**config.mk**
```make
export PLATFORM = sky130hd
export DESIGN_NAME = serial_audio_rx
export DESIGN_NICKNAME = d
export VERILOG_FILES = /design/src/rtl/sarx_pkg.sv /design/src/rtl/sarx_sync_edge.sv /design/src/rtl/sarx_clkgen.sv /design/src/rtl/sarx_deser.sv /design/src/rtl/serial_audio_rx.sv
export SDC_FILE = /design/constraint.sdc
export NUM_CORES = 1
export LEC_CHECK = 0
export BUFFER_PORTS_ARGS = -buffer_cell sky130_fd_sc_hd__buf_2
export CAP_MARGIN = 20
export CORE_ASPECT_RATIO = 2
export CORE_MARGIN = 10
export CORE_UTILIZATION = 63
export CTS_CLUSTER_SIZE = 24
export DETAILED_ROUTE_END_ITERATION = 10
export PLACE_DENSITY_LB_ADDON = 0.15
export SETUP_SLACK_MARGIN = 0.05
export SYNTH_ARGS = -nofsm -noshare
export SYNTH_HDL_FRONTEND = slang
export SYNTH_SLANG_ARGS = --single-unit
```
**constraint.sdc**
```tcl
create_clock -name clk -period 9.1 [get_ports clk]
set_input_delay 0.91 -clock clk [delete_from_list [all_inputs] [get_ports clk]]
set_output_delay 0.91 -clock clk [all_outputs]
set_load 0.02 [all_outputs]
```
**src/rtl/sarx_pkg.sv**
```systemverilog
package sarx_pkg;

   typedef enum logic [1:0] {
      FMT_I2S  = 2'b00,
      FMT_LJ   = 2'b01,
      FMT_RJ   = 2'b10,
      FMT_RSVD = 2'b11
   } sarx_fmt_e;

   // one bit event presented to the deserializer
   typedef struct packed {
      logic tick;
      logic lr;
      logic data;
   } sarx_bit_t;

   function automatic int unsigned sample_bits(input logic [1:0] code);
      case (code)
         2'b01:   return 16;
         2'b10:   return 20;
         default: return 24;
      endcase
   endfunction

endpackage

```
**src/rtl/sarx_sync_edge.sv**
```systemverilog
module sarx_sync_edge
   import sarx_pkg::*;
#(
   parameter int STAGES = 2
) (
   input  logic      clk,
   input  logic      rst_n,
   input  logic      bclk_raw,
   input  logic      lr_raw,
   input  logic      data_raw,
   output sarx_bit_t bit_o
);

   for (genvar s = 0; s < STAGES; s++) begin : g_st
      logic [2:0] q;
      if (s == 0) begin : g_head
         always_ff @(posedge clk or negedge rst_n) begin
            if (!rst_n) q <= '0;
            else        q <= {bclk_raw, lr_raw, data_raw};
         end
      end else begin : g_tail
         always_ff @(posedge clk or negedge rst_n) begin
            if (!rst_n) q <= '0;
            else        q <= g_st[s-1].q;
         end
      end
   end

   logic [2:0] last_stage;
   logic       bclk_seen_q;

   assign last_stage = g_st[STAGES-1].q;

   always_ff @(posedge clk or negedge rst_n) begin
      if (!rst_n) bclk_seen_q <= 1'b0;
      else        bclk_seen_q <= last_stage[2];
   end

   assign bit_o.tick = last_stage[2] & ~bclk_seen_q;
   assign bit_o.lr   = last_stage[1];
   assign bit_o.data = last_stage[0];

endmodule

```
**src/rtl/sarx_clkgen.sv**
```systemverilog
module sarx_clkgen #(
   parameter int DIV       = 4,
   parameter int SLOT_BITS = 32
) (
   input  logic clk,
   input  logic rst_n,
   input  logic run,
   output logic bclk_o,
   output logic lrclk_o,
   output logic tick_o
);

   localparam int CW   = (DIV > 2) ? $clog2(DIV) : 1;
   localparam int HALF = DIV / 2;
   localparam int FW   = $clog2(2 * SLOT_BITS);

   logic [CW-1:0] div_q;
   logic [FW-1:0] pos_q;

   always_ff @(posedge clk or negedge rst_n) begin
      if (!rst_n) begin
         div_q <= '0;
         pos_q <= '0;
      end else if (!run) begin
         div_q <= '0;
         pos_q <= '0;
      end else if (div_q == CW'(DIV - 1)) begin
         div_q <= '0;
         pos_q <= pos_q + 1'b1;
      end else begin
         div_q <= div_q + 1'b1;
      end
   end

   assign bclk_o  = run && (div_q >= CW'(HALF));
   assign lrclk_o = run && pos_q[FW-1];
   assign tick_o  = run && (div_q == CW'(HALF - 1));

endmodule

```
**src/rtl/sarx_deser.sv**
```systemverilog
module sarx_deser
   import sarx_pkg::*;
#(
   parameter int SLOT_BITS = 32,
   parameter int OUT_W     = 24
) (
   input  logic             clk,
   input  logic             rst_n,
   input  logic [1:0]       fmt_i,
   input  logic [1:0]       width_i,
   input  sarx_bit_t        bit_i,
   output logic [OUT_W-1:0] left_o,
   output logic [OUT_W-1:0] right_o,
   output logic             valid_o
);

   localparam int IW = $clog2(SLOT_BITS) + 1;

   sarx_fmt_e        fmt;
   logic             primed_q, locked_q, prev_lr_q, chan_left_q, have_left_q;
   logic [IW-1:0]    idx_q, idx_n, win_lo, win_hi, width_n;
   logic [OUT_W-1:0] shift_q, hold_q, word_n, aligned_n;
   logic             edge_n, locked_n, chan_left_n, left_lvl, in_win, win_end;

   always_comb begin
      fmt      = sarx_fmt_e'(fmt_i);
      width_n  = IW'(sample_bits(width_i));
      left_lvl = (fmt == FMT_LJ) || (fmt == FMT_RJ);
      case (fmt)
         FMT_LJ:  win_lo = '0;
         FMT_RJ:  win_lo = IW'(SLOT_BITS) - width_n;
         default: win_lo = IW'(1);
      endcase
      win_hi      = win_lo + width_n - IW'(1);
      edge_n      = primed_q && (bit_i.lr != prev_lr_q);
      idx_n       = edge_n ? '0 : ((idx_q == '1) ? idx_q : idx_q + 1'b1);
      locked_n    = locked_q | edge_n;
      chan_left_n = edge_n ? (bit_i.lr == left_lvl) : chan_left_q;
      in_win      = locked_n && (idx_n >= win_lo) && (idx_n <= win_hi);
      win_end     = in_win && (idx_n == win_hi);
      word_n      = {shift_q[OUT_W-2:0], bit_i.data};
      aligned_n   = word_n << (OUT_W - int'(width_n));
   end

   always_ff @(posedge clk or negedge rst_n) begin
      if (!rst_n) begin
         primed_q    <= 1'b0;
         locked_q    <= 1'b0;
         prev_lr_q   <= 1'b0;
         chan_left_q <= 1'b0;
         have_left_q <= 1'b0;
         idx_q       <= '0;
         shift_q     <= '0;
         hold_q      <= '0;
         left_o      <= '0;
         right_o     <= '0;
         valid_o     <= 1'b0;
      end else begin
         valid_o <= 1'b0;
         if (bit_i.tick) begin
            prev_lr_q <= bit_i.lr;
            if (!primed_q) begin
               primed_q <= 1'b1;
            end else begin
               idx_q       <= idx_n;
               locked_q    <= locked_n;
               chan_left_q <= chan_left_n;
               if (in_win) shift_q <= word_n;
               if (win_end) begin
                  if (chan_left_n) begin
                     hold_q      <= aligned_n;
                     have_left_q <= 1'b1;
                  end else if (have_left_q) begin
                     left_o      <= hold_q;
                     right_o     <= aligned_n;
                     valid_o     <= 1'b1;
                     have_left_q <= 1'b0;
                  end
               end
            end
         end
      end
   end

endmodule

```
**src/rtl/serial_audio_rx.sv**
```systemverilog
module serial_audio_rx
   import sarx_pkg::*;
#(
   parameter int SLOT_BITS   = 32,
   parameter int OUT_W       = 24,
   parameter int SYNC_STAGES = 2,
   parameter int MCLK_DIV    = 4
) (
   input  logic             clk,
   input  logic             rst_n,
   input  logic             cfg_master,
   input  logic [1:0]       cfg_fmt,
   input  logic [1:0]       cfg_width,
   input  logic             bclk_in,
   input  logic             lrclk_in,
   input  logic             sdata_in,
   output logic             bclk_out,
   output logic             lrclk_out,
   output logic [OUT_W-1:0] sample_left,
   output logic [OUT_W-1:0] sample_right,
   output logic             sample_valid
);

   initial begin
      assert (OUT_W >= 24) else $error("OUT_W must hold a 24-bit sample");
      assert (SLOT_BITS > 24 && (SLOT_BITS & (SLOT_BITS - 1)) == 0)
         else $error("SLOT_BITS must be a power of two above 24");
      assert (SYNC_STAGES >= 2) else $error("SYNC_STAGES must be at least 2");
      assert (MCLK_DIV >= 2 && MCLK_DIV % 2 == 0) else $error("MCLK_DIV must be even");
   end

   sarx_bit_t sync_bit, gen_bit, sel_bit;
   logic      gen_bclk, gen_lr, gen_tick;

   sarx_sync_edge #(.STAGES(SYNC_STAGES)) u_sync (
      .clk      (clk),
      .rst_n    (rst_n),
      .bclk_raw (bclk_in),
      .lr_raw   (lrclk_in),
      .data_raw (sdata_in),
      .bit_o    (sync_bit)
   );

   sarx_clkgen #(.DIV(MCLK_DIV), .SLOT_BITS(SLOT_BITS)) u_clkgen (
      .clk     (clk),
      .rst_n   (rst_n),
      .run     (cfg_master),
      .bclk_o  (gen_bclk),
      .lrclk_o (gen_lr),
      .tick_o  (gen_tick)
   );

   always_comb begin
      gen_bit.tick = gen_tick;
      gen_bit.lr   = gen_lr;
      gen_bit.data = sdata_in;
      sel_bit      = cfg_master ? gen_bit : sync_bit;
   end

   assign bclk_out  = gen_bclk;
   assign lrclk_out = gen_lr;

   sarx_deser #(.SLOT_BITS(SLOT_BITS), .OUT_W(OUT_W)) u_deser (
      .clk     (clk),
      .rst_n   (rst_n),
      .fmt_i   (cfg_fmt),
      .width_i (cfg_width),
      .bit_i   (sel_bit),
      .left_o  (sample_left),
      .right_o (sample_right),
      .valid_o (sample_valid)
   );

endmodule

```
== Word level (Yosys, flattened, before mapping) ==
Index checks and enable logic that the tools add are counted.

* Flip-flop bits (word level): 122
* Input bits: 10
* Logic and storage cells: 71
* Output and inout bits: 51

* Bitwise logic cells: 4
* Order comparisons: 3
* Eq/ne operators: 11
* Add/subtract/negate cells: 7
* Reductions and logical operators: 13
* Shifts and indexed selects: 1
* Multiplexer cells: 16

{| class="wikitable"
|+ Operator list
! operator !! count
|-
| 24-bit by 32-bit left shift with 24-bit output || 1
|-
| 6-bit two-way mux || 4
|-
| 6-bit by 1-bit adder with 6-bit output, second input constant || 2
|-
| 6-bit one-hot mux with 2 select lines || 1
|-
| 4-bit one-hot mux with 2 select lines || 1
|-
| 1-bit logical AND || 7
|-
| 1-bit two-way mux || 7
|-
| 6-bit by 5-bit adder with 6-bit output || 1
|-
| 2-bit by 1-bit equality test with 1-bit output, second input constant || 3
|-
| 2-bit equality test, second input constant || 3
|-
| 6-bit equality test || 1
|-
| 6-bit equality test, second input constant || 1
|-
| 6-bit >= comparator || 1
|-
| 6-bit less-or-equal comparator || 1
|-
| 3-bit AND reduction || 2
|-
| 5-bit by 5-bit subtractor with 6-bit output, first input constant || 1
|-
| 6-bit by 1-bit subtractor with 6-bit output, second input constant || 1
|-
| 6-bit by 5-bit subtractor with 6-bit output, first input constant || 1
|-
| 5-bit AND reduction || 1
|-
| 2-bit two-way mux || 2
|-
| 4-bit AND reduction || 1
|-
| 3-bit two-way mux || 1
|-
| 2-bit by 1-bit adder with 2-bit output, second input constant || 1
|-
| 2-bit >= comparator, second input constant || 1
|-
| other kinds (8) || 9
|}

== Depth between registers and ports, before layout ==
Gate-level depths: netlist of run 1.

* Depth in word-level cells: 13
* Gate-level depth with buffers: 18
* Gate-level depth less buffers: 16

== Hierarchy ==
Synthesis of run 1 repeated with hierarchy kept, for this count alone.

* Cells, all modules: 454
* Area total of the unflattened synthesis: 5878.1 sq um

{| class="wikitable"
|+ Modules (own cells, without submodules)
! module !! area each (sq um) !! cells each !! seq. area each (sq um) !! times used
|-
| sarx_deser || 5220.0 || 405 || 2677.6 || 1
|-
| sarx_clkgen || 420.4 || 36 || 200.2 || 1
|-
| sarx_sync_edge || 203.9 || 10 || 175.2 || 1
|-
| serial_audio_rx || 33.8 || 3 || 0.0 || 1
|}

== Worst setup path before layout of run 1 ==
Ideal clock, no wire load.

* Path kind: input to register
* From: input cfg_fmt[0]
* To: register u_deser.shift_q[18]
* Data arrival time: 3.903 ns
* Stages: 15
* Setup slack: 5.072 ns
* Required time: 8.975 ns
* Buffers on the path: 1
* Setup time: 0.125 ns
* Cell sequence: inv_1 ha_1 nor2b_1 nand2_1 ha_1 inv_1 ha_1 a31oi_1 xor2_1 ha_1 a211oi_1 o21ai_0 a211o_4 buf_12 mux2_4

* Word-level cells in the longest chain between the ends: 7
* Elaborated cells between the ends (all ways): 10
* Classes of those cells: add/sub: 2; order compare: 2; eq/ne: 2; mux: 1; reduce/logical: 3

{| class="wikitable"
|+ Ends and longest elaborated chain
! item !! line !! text
|-
| start: declaration || serial_audio_rx.sv:12 || <nowiki>input logic [1:0] cfg_fmt,</nowiki>
|-
| 2-bit equality test / 2-bit by 1-bit equality test with 1-bit output (equally long branches) || sarx_deser.sv:29 || <nowiki>case (fmt)</nowiki>
|-
| 6-bit one-hot mux with 2 select lines * || sarx_deser.sv:29 ||
|-
| 6-bit by 5-bit adder with 6-bit output || sarx_deser.sv:34 || <nowiki>win_hi = win_lo + width_n - IW'(1);</nowiki>
|-
| 6-bit by 1-bit subtractor with 6-bit output || sarx_deser.sv:34 ||
|-
| 6-bit less-or-equal comparator || sarx_deser.sv:39 || <nowiki>in_win = locked_n && (idx_n >= win_lo) && (idx_n <= win_hi);</nowiki>
|-
| 1-bit logical AND * || sarx_deser.sv:39 ||
|-
| 3-bit AND reduction (no line) * || -- ||
|-
| end signal: assignment || sarx_deser.sv:68 || <nowiki>if (in_win) shift_q <= word_n;</nowiki>
|-
| end: declaration || sarx_deser.sv:22 || <nowiki>logic [OUT_W-1:0] shift_q, hold_q, word_n, aligned_n;</nowiki>
|}

Every way passes the cells marked *; elsewhere a longest branch is shown, timed or not.
A chain may end at the register's enable or synchronous reset.

== Worst setup path in the final report of run 1 ==
* From: input cfg_width[1]
* To: register u_deser.right_o[6]

* Word-level cells in the longest chain between the ends: 10
* Elaborated cells between the ends (all ways): 16
* Classes of those cells: add/sub: 4; order compare: 2; eq/ne: 3; shift: 1; mux: 2; reduce/logical: 4

{| class="wikitable"
|+ Ends and longest elaborated chain
! item !! line !! text
|-
| start: declaration || serial_audio_rx.sv:13 || <nowiki>input logic [1:0] cfg_width,</nowiki>
|-
| 2-bit equality test / 2-bit by 1-bit equality test with 1-bit output (equally long branches) || sarx_pkg.sv:18 || <nowiki>case (code)</nowiki>
|-
| 4-bit one-hot mux with 2 select lines * || sarx_pkg.sv:18 ||
|-
| 6-bit by 5-bit subtractor with 6-bit output || sarx_deser.sv:31 || <nowiki>FMT_RJ: win_lo = IW'(SLOT_BITS) - width_n;</nowiki>
|-
| 6-bit one-hot mux with 2 select lines || sarx_deser.sv:29 ||
|-
| 6-bit by 5-bit adder with 6-bit output || sarx_deser.sv:34 ||
|-
| 6-bit by 1-bit subtractor with 6-bit output || sarx_deser.sv:34 ||
|-
| 6-bit less-or-equal comparator || sarx_deser.sv:39 ||
|-
| 1-bit logical AND || sarx_deser.sv:39 ||
|-
| 1-bit logical AND || sarx_deser.sv:40 || <nowiki>win_end = in_win && (idx_n == win_hi);</nowiki>
|-
| 5-bit AND reduction (no line) || -- ||
|-
| end signal: assignment || sarx_deser.sv:75 || <nowiki>right_o <= aligned_n;</nowiki>
|-
| end: declaration || sarx_deser.sv:13 || <nowiki>output logic [OUT_W-1:0] right_o,</nowiki>
|}

Marks and branches as above.

==> results of run 1 <==
-- logic make-up (layout without fill, tap and decap cells) --
| kind of cell | count (synthesis) | count (layout) | share of synthesized area |
|---|---|---|---|
| multiplexers | 76 | 76 | 0.165 |
| XOR/XNOR | 10 | 10 | 0.0150 |
| AO/OA/AOI/OAI | 88 | 88 | 0.0983 |
| AND/OR/NAND/NOR | 142 | 142 | 0.109 |
| flip-flops | 122 | 122 | 0.522 |
| buffers and inverters | 45 | 114 | 0.0378 |
| adder cells (fa/ha/maj) | 25 | 25 | 0.0534 |
-- critical path: cells and delay by family --
| family | cells | cell delay (ns) |
|---|---|---|
| AOI/OAI and AO/OA | 4 | 0.73 |
| xor gates and xnor gates | 1 | 0.11 |
| adders and majority gates | 4 | 0.96 |
| and+or+nand+nor | 4 | 0.99 |
| buffers and inverters | 6 | 1.30 |
-- cell type report --
| class | count | area share |
|---|---|---|
| multi-input cells | 341 | 0.384 |
| repair buffers | 64 | 0.0494 |
| well taps | 102 | 0.0189 |
| clock buffers | 23 | 0.0695 |
| inverters | 19 | 0.0106 |
| clock inverters | 8 | 0.0141 |
| flip-flops and latches | 122 | 0.453 |
-- sequential cells by signal (all words and copies together), names as in the netlist --
signal and flops:
u_deser.hold_q 24, u_deser.left_o 24, u_deser.right_o 24, u_deser.shift_q 23, u_clkgen.pos_q 6, u_deser.idx_q 6, u_sync.g_st.q 6, u_clkgen.div_q 2
u_deser.chan_left_q 1, u_deser.have_left_q 1, u_deser.locked_q 1, u_deser.prev_lr_q 1, u_deser.primed_q 1, u_deser.valid_o 1, u_sync.bclk_seen_q 1
-- metrics by stage --
step / worst slack [ns] / hold WS, ns / cell area (um^2) / util / std cells
after floorplan: 5.07 / 0.331 / 5850 / - / 508
after global placement: 4.25 / 0.333 / 6170 / 0.685 / 648
after detailed placement: 4.12 / 0.344 / 6170 / 0.685 / 648
after CTS: 4.45 / 0.355 / 6740 / 0.747 / 679
after global routing: 4.17 / 0.356 / 6740 / 0.747 / 679
final: 4.43 / 0.354 / 6740 / 0.747 / 679
-- worst paths after layout --
check,from,endpoint
max,cfg_width[1],u_deser.right_o[6]
min,u_sync.g_st[0].q[0],u_sync.g_st[1].q[0]
max reg2reg,u_clkgen.pos_q[5],u_deser.left_o[11]
min reg2reg,u_sync.g_st[0].q[0],u_sync.g_st[1].q[0]
max in group asynchronous,rst_n,u_deser.hold_q[1]
min in group asynchronous,rst_n,u_deser.locked_q
-- layer usage --
| layer | vias to the layer above | routed length, um | track usage | share of wire |
|---|---|---|---|---|
| met3 | 33 | 608 | 0.0484 | 0.047 |
| met2 | 99 | 6980 | 0.337 | 0.54 |
| met1 | 1989 | 4870 | 0.217 | 0.38 |
| met4 | 0 | 441 | 0.103 | 0.034 |
| li1 | 1896 | - | - | - |
| met5 | - | 0 | 0 | 0 |
-- layout by cell type (no fill, tap or decap), drive strengths merged, types with 3 or more instances in the layout --
cell	count
nor4	5
mux2i	20
xor2	3
a21o	9
a211oi	3
o41ai	4
ha	25
nor2b	5
nand2	85
inv	18
clkinv	5
o21ai	42
and3	3
nor2	13
xnor2	7
o31ai	5
and2	6
nand3	7
nor3	7
mux2	51
buf	64
clkbuf	23
a21oi	10
mux4	5
nand4	3
o211ai	4
dfrtp	122
-- power breakdown --
part | internal (W) | total [W] | switching [W]
registers | 0.000601 | 0.000669 | 0.0000680
logic | 0.000150 | 0.000327 | 0.000177
clock network | 0.000413 | 0.000636 | 0.000223
==> summary.txt, run 1 <==
Status
  • Status: finished clean

Worst setup path
  • Crit path top cell by count: ha_1
  • CP peak stage delay: 0.40 ns
  • CP required: 9.44 ns
  • Crit path kind: in -> reg
  • Critical Path AT: 5.02 ns
  • Worst-case reg-to-reg path depth: 10
  • R2R Setup Slk: 4.94 ns
  • Cell breakdown of the critical path: buf_2 -> inv_1 -> ha_1 -> buf_4 -> clkinv_1 -> nand2_1 -> ha_1 -> inv_1 -> ha_1 -> a31oi_1 -> xor2_1 -> ha_1 -> nand2_1 -> nor2_1 -> o2111a_1 -> o211ai_4 -> buf_4 -> nor4_1 -> a21o_1
  • Slowest cell on crit path: nor4_1
  • Crit-path max FO: 71
  • Critical path endpoint category: register
  • Startpoint class of the critical path: input port

Clock tree
  • Total CTS buffers: 17
  • Hold Buf Count CTS: 0
  • Setup Buffers After CTS: 0
  • CTS tree: done
  • Reg clk slew, reported paths: 0.05 ns
  • Post_cts resized: 0
  • Sink Count: 122
  • Clock Latency Late Sink: 0.40 ns
  • Clock buffer depth: 2
  • Number of H-tree levels: 4
  • Root buffer cell: clkbuf_16

Floorplan
  • Die H: 156 um
  • Cell Rows: 49
  • Area of the core: 9010 um^2
  • I/O pin cnt: 61
  • Initial Util: 0.649
  • Die X: 88.2 um
  • Die area: 13800 um^2

Finish
  • # nets final: 600
  • P&R area growth vs syn: 15.1%
  • Sequential Area: 3050 um^2
  • Diodes inserted: 0
  • Fraction of layout cells with a size suffix above 1: 0.269
  • Fillers: 625
  • Area of the multi-input gates: 2590 um^2

Pwr
  • Pleak: 3.51 nW
  • VDD IR-drop max: 0.172 mV
  • Total power: 0.00163 W
  • Power Dens Cells: 242 nW/um^2

Route
  • Post-route DRC: 0
  • Final ANT Viol Nets: 0
  • Via count: 4017
  • TritonRoute pass-1 iters: 4
  • WL/cell: 19.0 um
  • Vias per cell: 5.92
  • Post-Route WL: 12.9 mm
  • Iteration-0 DRC count of the detailed router: 239

Placed design
  • Port Buffers: 60
  • GP Congestion: 0.908
  • Detail Placement HPWL: 9.12 mm

Worst hold path
  • Hold Path Stages: 0
  • Hold WC Path Type: reg -> reg

Synthesis
  • Ys flop type: dfrtp_1
  • Ranking of synthesized cells by area: dfrtp_1 52%, mux2_2 6.2%, nand2_1 5.5%, ha_1 5.3%, mux2_4 4.9%
  • Synth top area share: 0.522
  • Sequential share of the synthesized area: 0.522
  • Synth cell count leaders: 122 x dfrtp_1, 85 x nand2_1, 37 x o21ai_0, 32 x mux2_2, 25 x ha_1
  • Synth async-reset ratio: 1.00
  • Net Count, Synth: 543
  • Netlist cell types: 52
  • Area of the mapped netlist: 5850 um^2
  • Cell taking the most area after synthesis: dfrtp_1
  • Number of synthesized flops with an enable pin: 0
  • Synth Instances: 508
  • Warnings from Yosys: 0
  • Most frequent cell after synthesis: dfrtp_1
  • Synth Register Bits: 122
  • Average size of a mapped cell: 11.5 um^2

GRT
  • Vias in the first global route: 4209
  • Initial antenna violation count: 0
  • GR Overflow Total: 0
  • Total GRT Usage: 0.197
  • First-pass GRT wire length: 21.2 mm
  • Largest net degree at the start of global routing: 72

Timing
  • Tcrit/Tclk final: 0.514
  • Relative slew margins: 0.309
  • Final setup vio count: 0
  • Max-slew violations: 0
  • Slew @ Worst Pin: 1.04 ns
  • Final hold vios: 0
  • Setup TNS: 0 ns
  • RSZ-0062 raised after global routing: no
  • Period minus WS final: 4.67 ns
  • Final Skew: 0.00656 ns
  • Fmax: 214 MHz

Flow run
  • Max cap viols: 0
No activity file was read; power rests on OpenSTA's default activity.
==> run 2: changes to the inputs <==
--- a/config.mk
+++ b/config.mk
@@ -9,7 +9,7 @@
 export CAP_MARGIN = 20
 export CORE_ASPECT_RATIO = 2
 export CORE_MARGIN = 10
-export CORE_UTILIZATION = 63
+export CORE_UTILIZATION = 53
 export CTS_CLUSTER_SIZE = 24
 export DETAILED_ROUTE_END_ITERATION = 10
 export PLACE_DENSITY_LB_ADDON = 0.15
==> constraint.sdc (replaced) <==
create_clock -name clk -period 3.8 [get_ports clk]
set_input_delay 0.38 -clock clk [delete_from_list [all_inputs] [get_ports clk]]
set_output_delay 0.38 -clock clk [all_outputs]
set_load 0.02 [all_outputs]
==> run 2 against run 1 <==
  * Sequential power increased by 140%
  * Largest cell class unchanged
  * Largest power group is now clock
  * Setup slack got worse by 4.2 ns
  * First-iteration DRC count decreased by 17%
  * Critical path type is now reg -> reg
  * Critical path depth decreased by 8
  * Sequential share of layout area decreased by 1.3 points
==> summary.txt, run 2 (synthesis gave the netlist of run 1 again) <==
GRT
  • Total GRT Usage: 0.176 (-0.0210)
  • GRT met1 Usage: 0.191 (-0.0261)
  • Largest net degree at the start of global routing: 59 (-18%)
  • Global routing usage on met2: 0.301 (-0.0363)
  • GR peak layer: met2
  • First-pass GRT wire length: 21.9 mm (+3.3%)
  • Vias in the first global route: 4251 (+1.0%)
  • M3 GR Usage: 0.0527 (+0.00436)
  • Initial antenna violation count: 0 (unchanged)
  • GR Overflow Total: 0 (unchanged)

Placed design
  • Port Buffers: 60 (unchanged)
  • GP Congestion: 0.930 (+2.4%)
  • Detail Placement HPWL: 9.32 mm (+2.1%)

Finish
  • Most common cell after layout, fill and taps aside: dfrtp_1
  • Regs by FF count: u_deser.hold_q x24, u_deser.left_o x24, u_deser.right_o x24
  • Fraction of layout cells with a size suffix above 1: 0.289 (+0.0200)
  • Fillers: 867 (+39%)
  • Fin util: 0.637 (-0.110)
  • # nets final: 611 (+1.8%)
  • P&R area growth vs syn: 18.5%
  • Most frequent cells in the layout: 122 x dfrtp_1, 85 x nand2_1, 59 x buf_2, 37 x o21ai_0, 32 x mux2_2
  • Diodes inserted: 0 (unchanged)

Pwr
  • Pleak: 3.60 nW (+2.4%)
  • Net Sw Power: 0.00122 W (+160%)
  • Clock power share: 0.404 (+0.014)
  • VDD IR-drop max: 0.470 mV (+170%)
  • Seq pwr share: 0.398 (-0.012)
  • Power Dens Cells: 582 nW/um^2 (+140%)
  • Comb power frac: 0.199 (about the same)
  • Total power: 0.00404 W (+150%)
  • Internal: 0.00281 W (+140%)
  • Switching Fraction: 0.303 (+0.0167)

Worst setup path
  • Critical path endpoint category: register
  • CP required: 4.10 ns (-5.34 ns)
  • Buf+Inv Stages, Crit Path: 1 (-5)
  • Critical Path AT: 3.83 ns (-1.19 ns)
  • CP peak stage delay: 0.40 ns (about the same)
  • Slowest cell on crit path: dfrtp_1
  • Worst path top cell family by delay: compound AO/OA/AOI/OAI gates
  • Cell breakdown of the critical path: ha_1 -> and3_1 -> nand3_1 -> a21oi_1 -> ha_1 -> and3_1 -> a221oi_1 -> o31ai_4 -> o211ai_4 -> buf_12 -> mux2_2
  • Crit-path max FO: 58 (-18%)
  • Startpoint class of the critical path: register
  • Crit path kind: reg -> reg

Floorplan
  • Die area: 15900 um^2 (+15%)
  • Die X: 94.3 um (+7.0%)
  • Area of the core: 10900 um^2 (+21%)
  • Initial Util: 0.538 (-0.111)
  • Die H: 169 um (+7.9%)
  • I/O pin cnt: 61 (unchanged)
  • Cell Rows: 54 (+10%)

Route
  • Post-Route WL: 13.1 mm (+1.6%)
  • Post-route DRC: 0 (unchanged)
  • Vias per cell: 5.50 (-7.0%)
  • TritonRoute pass-1 iters: 4 (unchanged)
  • Iteration-0 DRC count of the detailed router: 198 (-17%)
  • WL/cell: 18.0 um (-5.3%)
  • Via count: 4013 (-0.10%)
  • Final ANT Viol Nets: 0 (unchanged)

Clock tree
  • Sink Count: 122 (unchanged)
  • Root buffer cell: clkbuf_16
  • Number of H-tree levels: 4 (unchanged)
  • Clock buffer depth: 2 (unchanged)
  • Reg clk slew, reported paths: 0.06 ns (about the same)
  • Clock Latency Late Sink: 0.42 ns (+0.02 ns)
  • Total CTS buffers: 17 (unchanged)
  • CTS tree: done

Timing
  • Final setup vio count: 0 (unchanged)
  • Period minus WS final: 3.53 ns
  • Hold_ws: 0.0204 ns (-0.333 ns)
  • Final hold vios: 0 (unchanged)
  • Tcrit/Tclk final: 0.930
  • Fmax: 283 MHz
  • Relative slew margins: 0.288 (-0.0204)
  • Max-slew violations: 0 (unchanged)
  • Final Skew: 0.00832 ns (+0.00175 ns)
  • Slew @ Worst Pin: 1.07 ns (+0.0305 ns)
  • RSZ-0062 raised after global routing: no

Flow run
  • Max cap viols: 0 (unchanged)

Status
  • Status: finished clean

Worst hold path
  • Hold WC Path Type: in -> async
## run 2: changes by cell type in the layout (fill, tap and decap cells not counted), sizes merged
| cell | delta |
|---|---|
| clkinv | -2 |
| buf | +11 |
| clkbuf | -4 |
| inv | +8 |
| clkinvlp | -1 |
## run 2: path summary, 6_finish.rpt
path / from / endpoint / slack, ns / depth (start not counted)
max: u_deser.idx_q[1] / u_deser.left_o[22] / 0.27 / 11
min reg2reg: u_sync.g_st[0].q[2] / u_sync.g_st[1].q[2] / 0.35 / 0
min: rst_n / u_deser.idx_q[5] / 0.02 / 1
min in group clk: bclk_in / u_sync.g_st[0].q[2] / 0.06 / 1
max in group asynchronous: rst_n / u_deser.right_o[20] / 2.87 / 2
max reg2reg: u_deser.idx_q[1] / u_deser.left_o[22] / 0.27 / 11
## run 2: per-stage QoR
| step | area [um^2] | setup slack (ns) | std cells | TNS (ns) |
|---|---|---|---|---|
| 2_1_floorplan | 5850 | 0.302 | 508 | 0 |
| 3_3_place_gp | 6300 | 0.00350 | 694 | 0 |
| 3_5_place_dp | 6300 | -0.0132 | 694 | -0.0479 |
| 4_1_cts | 6900 | 0.106 | 726 | 0 |
| 5_1_grt | 6930 | 0.0612 | 729 | 0 |
| 6_report | 6930 | 0.266 | 729 | 0 |
## run 2: final cells by class
| cell class | instances | area [um^2] | share of cell area |
|---|---|---|---|
| sequential | 122 | 3050 | 0.440 |
| inverter | 19 | 71.3 | 0.0103 |
| clock buffer | 19 | 443 | 0.0639 |
| clock inverter | 13 | 155 | 0.0224 |
| multi-input combinational | 341 | 2600 | 0.374 |
| timing repair buffer | 75 | 440 | 0.0635 |
| tap | 140 | 175 | 0.0253 |
## run 2: routing by layer
layer	routed length, um	share of wire
met5	0	0
met4	474	0.036
met3	539	0.041
met2	7060	0.54
met1	5030	0.38
## run 2: timing repair
item,4_1_cts,5_1_grt
endpoints found under the setup margin,0,25
hold buffers,0,0
resized for setup,0,1
setup buffers,0,3
## run 2: power groups by stage
stage / Combinational (W) / Clock (W) / Sequential, W
after floorplan: 0.000633 / 0 / 0.00156
after global placement: 0.000777 / 0 / 0.00162
after detailed placement: 0.000795 / 0 / 0.00162
after CTS: 0.000807 / 0.00166 / 0.00160
after global routing: 0.000894 / 0.00172 / 0.00162
final: 0.000802 / 0.00163 / 0.00160
